File: src/rtl/trig_frame_builder.sv
module trig_frame_builder #(
  parameter int          N_LINKS    = 6,
  parameter int          WORD_W     = 16,
  parameter logic [15:0] ALIGN_WORD = 16'hBC1C
) (
  input  logic                       clk,
  input  logic                       rst_n,
  input  logic                       xing_i,
  input  logic [N_LINKS*WORD_W-1:0]  lnk_data_i,
  input  logic [N_LINKS-1:0]         lnk_valid_i,
  output logic [WORD_W-1:0]          frm_word_o,
  output logic                       frm_valid_o,
  output logic                       frm_sof_o,
  output logic                       overflow_o
);

  localparam int HDR_WORDS = 3;
  localparam int FRAME_LEN = HDR_WORDS + N_LINKS;
  localparam int IDX_W     = $clog2(FRAME_LEN + 1);
  localparam logic [IDX_W-1:0] LAST_IDX = IDX_W'(FRAME_LEN - 1);

  logic [WORD_W-1:0]                   xcnt_q, xnum_q;
  logic [N_LINKS-1:0]                  vmap_q;
  logic [N_LINKS-1:0][WORD_W-1:0]      slot_q;
  logic [IDX_W-1:0]                    idx_q;
  logic                                busy_q, ovf_q;
  logic [WORD_W-1:0]                   word_mux;

  always_ff @(posedge clk or negedge rst_n) begin
    if (!rst_n) begin
      xcnt_q <= '0;
      xnum_q <= '0;
      vmap_q <= '0;
      idx_q  <= '0;
      busy_q <= 1'b0;
      ovf_q  <= 1'b0;
    end else begin
      ovf_q <= 1'b0;
      if (xing_i) begin
        xnum_q <= xcnt_q;
        xcnt_q <= xcnt_q + 1'b1;
        vmap_q <= lnk_valid_i;
        idx_q  <= '0;
        busy_q <= 1'b1;
        ovf_q  <= busy_q && (idx_q != LAST_IDX);
      end else if (busy_q) begin
        if (idx_q == LAST_IDX) busy_q <= 1'b0;
        else                   idx_q  <= idx_q + 1'b1;
      end
    end
  end

  for (genvar g = 0; g < N_LINKS; g++) begin : g_slot
    always_ff @(posedge clk or negedge rst_n) begin
      if (!rst_n)      slot_q[g] <= '0;
      else if (xing_i) slot_q[g] <= lnk_valid_i[g] ? lnk_data_i[g*WORD_W +: WORD_W] : '0;
    end
  end

  always_comb begin
    word_mux = '0;
    if (idx_q == IDX_W'(0)) word_mux = ALIGN_WORD[WORD_W-1:0];
    if (idx_q == IDX_W'(1)) word_mux = xnum_q;
    if (idx_q == IDX_W'(2)) word_mux = {{(WORD_W-N_LINKS){1'b0}}, vmap_q};
    for (int i = 0; i < N_LINKS; i++)
      if (idx_q == IDX_W'(HDR_WORDS + i)) word_mux = slot_q[i];
  end

  assign frm_word_o  = busy_q ? word_mux : '0;
  assign frm_valid_o = busy_q;
  assign frm_sof_o   = busy_q && (idx_q == '0);
  assign overflow_o  = ovf_q;

endmodule


File: config.mk
export PLATFORM = sky130hd
export DESIGN_NAME = trig_frame_builder
export DESIGN_NICKNAME = d
export VERILOG_FILES = /design/src/rtl/trig_frame_builder.sv
export SDC_FILE = /design/constraint.sdc
export NUM_CORES = 1
export LEC_CHECK = 0
export BUFFER_PORTS_ARGS = -buffer_cell sky130_fd_sc_hd__buf_4
export CORE_UTILIZATION = 57
export CTS_BUF_LIST = sky130_fd_sc_hd__clkbuf_8
export DETAILED_ROUTE_END_ITERATION = 10
export GPL_ROUTABILITY_DRIVEN = 1
export PLACE_DENSITY = 0.81
export SYNTH_ARGS = -nofsm -noshare
export SYNTH_HDL_FRONTEND = slang
export SYNTH_SLANG_ARGS = --single-unit
File: constraint.sdc
create_clock -name clk -period 3.5 [get_ports clk]
set_input_delay 0.35 -clock clk [delete_from_list [all_inputs] [get_ports clk]]
set_output_delay 0.35 -clock clk [all_outputs]
set_load 0.02 [all_outputs]
Word-level counts from Yosys, hierarchy flattened
Cells that the tools add are included.
{ "word_totals": {"ff_bits": 140, "latchBits": 0, "ram_bits": 0, "mem_bits_ro": 0, "input_bits": 105, "out_inout_bits": 19, "elab_cells": 52, "mem_count": 0} }
{ "op_classes": {"n_addsub": 2, "n_mul": 0, "n_div": 0, "n_lt_le_gt_ge": 0, "eq_ne": 10, "shift": 0, "mux": 23, "bitwise": 0, "n_reduce_logical": 5} }
{ "op_table": {"columns": ["operator", "n"], "rows": [
  ["2-to-1 mux 16 bit", 16],
  ["adder 16 x 1 -> 16 bit, second input constant", 1],
  ["== test 4 x 3 -> 1 bit, second input constant", 4],
  ["2-to-1 mux 4 bit", 3],
  ["== test 4 x 2 -> 1 bit, second input constant", 2],
  ["adder 4 x 1 -> 4 bit, second input constant", 1],
  ["== test 4 x 1 -> 1 bit, second input constant", 1],
  ["== test 4 bit, second input constant", 1],
  ["zero test 4 bit", 1],
  ["2-to-1 mux 1 bit", 4],
  ["inequality test 4 bit, second input constant", 1],
  ["logical AND 1 bit", 2],
  ["inequality test 2 bit, second input constant", 1],
  ["AND reduction 2 bit", 1],
  ["nonzero test 2 bit", 1]
]} }

Longest topological paths before layout
{ "logic_depth": {"word_depth": 11, "mapped_depth": 9, "ltp_nobuf": 6} }

Worst setup path before layout
No wires, ideal clock.
{ "synth_timing": {"path_kind": "register to output", "from": "register idx_q[0]", "to": "output port frm_word_o[14]", "arrival_ns": 1.824, "required_ns": 3.150, "setup_slack_ns": 1.326, "path_stages_with_launch": 9, "path_buffers": 2, "cell_sequence": "dfrtp_1 -> inv_1 -> ha_1 -> buf_2 -> buf_2 -> or2_2 -> a21oi_1 -> o22ai_1 -> a21oi_1"} }
{ "synth_between": {"elab_chain_cells": 10, "word_cells_on_any_way": 17, "cone_classes": "eq/ne: 8; mux: 9"} }
{ "synth_lines": {"columns": ["item", "line_no", "source"], "rows": [
  ["start: declaration", "25", "logic [IDX_W-1:0] idx_q;"],
  ["start signal: assignment", "48", "else idx_q <= idx_q + 1'b1;"],
  ["== test 4 x 1 -> 1 bit", "63", "if (idx_q == IDX_W'(1)) word_mux = xnum_q;"],
  ["2-to-1 mux 16 bit", "63", null],
  ["2-to-1 mux 16 bit", "64", "if (idx_q == IDX_W'(2)) word_mux = {{(WORD_W-N_LINKS){1'b0}}, vmap_q};"],
  ["2-to-1 mux 16 bit (5 in series)", "66", "if (idx_q == IDX_W'(HDR_WORDS + i)) word_mux = slot_q[i];"],
  ["2-to-1 mux 16 bit (*)", "66", null],
  ["2-to-1 mux 16 bit (*)", "69", "assign frm_word_o = busy_q ? word_mux : '0;"],
  ["end: declaration", "11", "output logic [WORD_W-1:0] frm_word_o,"]
]} }
Mark *: on every way between the ends. The rest lies on a longest branch, timed or not.

Worst setup path in the final report
{ "layout_timing": {"from": "register idx_q[0]", "to": "output port frm_word_o[2]"} }
{ "layout_between": {"elab_chain_cells": 11, "word_cells_on_any_way": 19, "cone_classes": "eq/ne: 8; mux: 10; reduce/logical: 1"} }
{ "layout_lines": {"columns": ["item", "line_no", "source"], "rows": [
  ["zero test 4 bit", "62", "if (idx_q == IDX_W'(0)) word_mux = ALIGN_WORD[WORD_W-1:0];"],
  ["2-to-1 mux 16 bit", "62", null],
  ["2-to-1 mux 16 bit", "63", null],
  ["2-to-1 mux 16 bit", "64", null],
  ["2-to-1 mux 16 bit (5 in series)", "66", null],
  ["2-to-1 mux 16 bit (*)", "66", null],
  ["2-to-1 mux 16 bit (*)", "69", null]
]} }
Marks and branches as above.

==> results.sh <==
export IMPL_status="finished, violations left"
export IMPL_violations="design-rule violations"
export IMPL_n_antenna_cell=0
export IMPL_layout_cells_most_common="dfrtp_1"
export IMPL_r2r_cells=6
export IMPL_gr_max_usage_layer="met2"
export IMPL_grt_pass1_vias=5657
export IMPL_dpl_hpwl_mm=13.9
export IMPL_worst_ir_drop_vdd_mv=0.476
export IMPL_crit_fanout=28
export IMPL_fin_crit_sh_pct=90.5
export IMPL_cap_viol_max_count=0
export IMPL_core_area_um2=11600
export IMPL_path_clk_slew_ns=0.07
export IMPL_yosysSeqAreaShare_pct=51.3
export IMPL_rsz0062_at_grt="no"
export IMPL_endpoint="frm_word_o[2]"
export IMPL_crit_buf_inv=3
export IMPL_start_kind="register"
export IMPL_synth_edf_count=0
export IMPL_met1_usage_pct=43.7
export IMPL_switching_share_pct=29.5
export IMPL_crit_required_ns=3.15
export IMPL_drc_errors=9
export IMPL_final_core_util_pct=70.5
export IMPL_cp_common_cell="buf_4"
export IMPL_hold_class="in -> reg"
export IMPL_synth_fp_nets=849
export IMPL_grtUsageTotal_pct=32.4
export IMPL_dieArea_um2=12400
export IMPL_p_leak_nw=3.81
export IMPL_synth_largest_area_cell="dfrtp_1"
export IMPL_port_buffers=123
export IMPL_yosys_area_top_type_share_pct=51.3
export IMPL_end_kind="output pin"
export IMPL_insertion_delay_ns=0.45
export IMPL_via_count=5861
export IMPL_route_final_wire_length_mm=18.9
export IMPL_viasPerCell=5.94
export IMPL_max_freq_mhz=316
export IMPL_critPathArrivalTime_ns=2.82
export IMPL_rows=39
export IMPL_setup_violations=0
export IMPL_ios=124
export IMPL_maxSlewHeadroom_pct=42.4
export IMPL_yosys_warnings=0
export IMPL_period_minus_slack_ns=3.17
export IMPL_fillers=877
export IMPL_cp_top_family="compound AO/OA/AOI/OAI gates"
export IMPL_p_int_mw=2.86
export IMPL_cts_sinks=140
export IMPL_ys_seq_elements=140
export IMPL_cp_startpoint="idx_q[0]"
export IMPL_seqPwrFrac_pct=48.4
export IMPL_most_common_layout_cells="dfrtp_1, buf_4, inv_1"
export IMPL_combPwrFrac_pct=20.2
export IMPL_synthTopCellsByArea="dfrtp_1, o21ai_0, inv_1, nand3_1, mux2_2"
export IMPL_use_met3_pct=8.93
export IMPL_syn_inst=739
export IMPL_hold_viol_final=0
export IMPL_grt_overflow=0
export IMPL_met2_usage_pct=49.6
export IMPL_setup_tns_ns=0
export IMPL_syn_area_per_cell_um2=9.24
export IMPL_synth_cell_area_um2=6830
export IMPL_r2r_start="idx_q[0]"
export IMPL_skew_ns=0.00944
export IMPL_p_clk_share_pct=31.4
export IMPL_antenna_found_initial=0
export IMPL_max_stage_delay_ns=0.42
export IMPL_cts_buffers_inserted=17
export IMPL_power_density_nw_per_um2=497
export IMPL_worst_path_stages=8
export IMPL_critPathKind="reg -> out"
export IMPL_crit_slowest_cell="dfrtp_1"
export IMPL_synth_main_ff_cell="dfrtp_1"
export IMPL_grt_max_degree=112
export IMPL_setup_slack_ns=0.333
export IMPL_cts_tree="done"
export IMPL_synth_cell_types=47
export IMPL_die_h_um=111
export IMPL_cts_max_path_buffers=2
export IMPL_die_w_um=111
export IMPL_place_ws_ns=0.657
export IMPL_tightest_slew_ns=0.863
export IMPL_wl_per_cell_um=19.1
export IMPL_finalMaxSlewViolations=0
export IMPL_crit_chain="inv_1 > ha_1 > buf_4 > nand2b_1 > o221ai_1 > o22ai_1 > a32o_1 > buf_4"
export IMPL_async_flop_share_pct=100
export IMPL_area_delta_synth_final_pct=19.4
export IMPL_drtIter0Drc=655
export IMPL_nNetsFinal=943
export IMPL_reg2reg_slack_ns=1.44
export IMPL_reg2reg_to="idx_q[0]"
export IMPL_postRouteAntennaNets=0
export IMPL_gp_congestion=1.00
export IMPL_cts_root_buffer="clkbuf_8"
export IMPL_drive_gt1_share_pct=22.6
export IMPL_start_util_pct=59.1
export IMPL_firstDrtPassIters=8
export IMPL_htree_levels=4
export IMPL_switching_power_mw=1.19
export IMPL_grt_first_pass_wirelength_mm=30.4
export IMPL_min_from="lnk_data_i[26]"
## synthesized netlist by cell type (5+ instances only)
cell type and count:
dfrtp_1 140, inv_1 103, o21ai_0 101, nand2_1 68, nand3_1 57, a21oi_1 38
clkbuf_1 29, mux2_2 23, buf_2 18, o22ai_1 14, xnor2_1 13, and3_1 10
a221o_1 9, nor2_1 9, o211ai_1 9, nand2b_1 8, o21ai_1 8, o221ai_1 8
nand3b_1 6, nand4_1 6, a222oi_1 5, and2_1 5, ha_1 5, o221a_2 5
xor2_1 5
## sequential cells by signal, indices dropped and copies added, names as in the netlist
signal / flops
overflow_o: 1
xnum_q: 16
vmap_q: 6
frm_valid_o: 1
idx_q: 4
slot_q: 96
xcnt_q: 16
## how the worst min path moves through the flow
stage,end,slack (ns),depth (start not counted)
floorplan,frm_valid_o,0.05,0
global placement,slot_q[26],0.42,1
detailed placement,slot_q[26],0.43,1
CTS,slot_q[26],0.08,3
global route,slot_q[22],0.09,3
finish,slot_q[26],0.09,3
## layer usage
layer,wire (µm),part of all wire [%]
met5,0,0
met4,610,3.2
met1,7890,42
met2,8770,46
met3,1630,8.6
## worst register-to-register path: stages, from the launching register on
cell	delay, ns
dfrtp_1	0.42
inv_1	0.13
ha_1	0.48
nand3b_4	0.33
nand2_1	0.36
xnor2_1	0.16
nor2_1	0.06
## cell type report
cell class	count	area, µm²	share of cell area, %
Inverter	104	390	4.79
Clock buffer	21	289	3.54
Multi-Input combinational cell	439	2690	32.9
Clock inverter	9	97.6	1.20
Tap cell	143	179	2.19
Timing Repair Buffer	131	1010	12.4
Sequential cell	140	3500	43.0
## through the flow
stage | power [mW] | hold slack [ns] | cell area [µm²] | std cells
4_1_cts | 4.06 | 0.0797 | 8150 | 987
6_report | 4.05 | 0.0948 | 8160 | 987
2_1_floorplan | 2.42 | 0.0544 | 6830 | 739
3_5_place_dp | 2.79 | 0.433 | 7750 | 956
3_3_place_gp | 2.76 | 0.418 | 7750 | 956
5_1_grt | 4.24 | 0.0949 | 8160 | 987
## what timing repair did
action,4_1_cts,5_1_grt
hold buffers,1,0
endpoints found under the setup margin,0,6
gates resized for setup,0,2
setup buffers,0,0
hold endpoints to repair,52,0
## power groups by stage
stage | clock network, mW | registers (mW) | logic, mW
6_report | 1.27 | 1.96 | 0.819
3_3_place_gp | 0 | 1.98 | 0.784
5_1_grt | 1.37 | 1.98 | 0.897
3_5_place_dp | 0 | 1.98 | 0.809
4_1_cts | 1.29 | 1.95 | 0.814
2_1_floorplan | 0 | 1.91 | 0.510
## cell families (layout without fill, tap and decap cells)
family | count (synthesis) | count (layout) | share of synthesized area (%)
compound gates | 211 | 211 | 18.8
xor+xnor | 18 | 18 | 2.31
fa+ha+maj | 5 | 5 | 0.916
buf+inv | 160 | 265 | 9.51
flops | 140 | 140 | 51.3
mux | 23 | 23 | 3.79
simple gates | 182 | 182 | 13.4
Power figures use the tool's default switching activity.
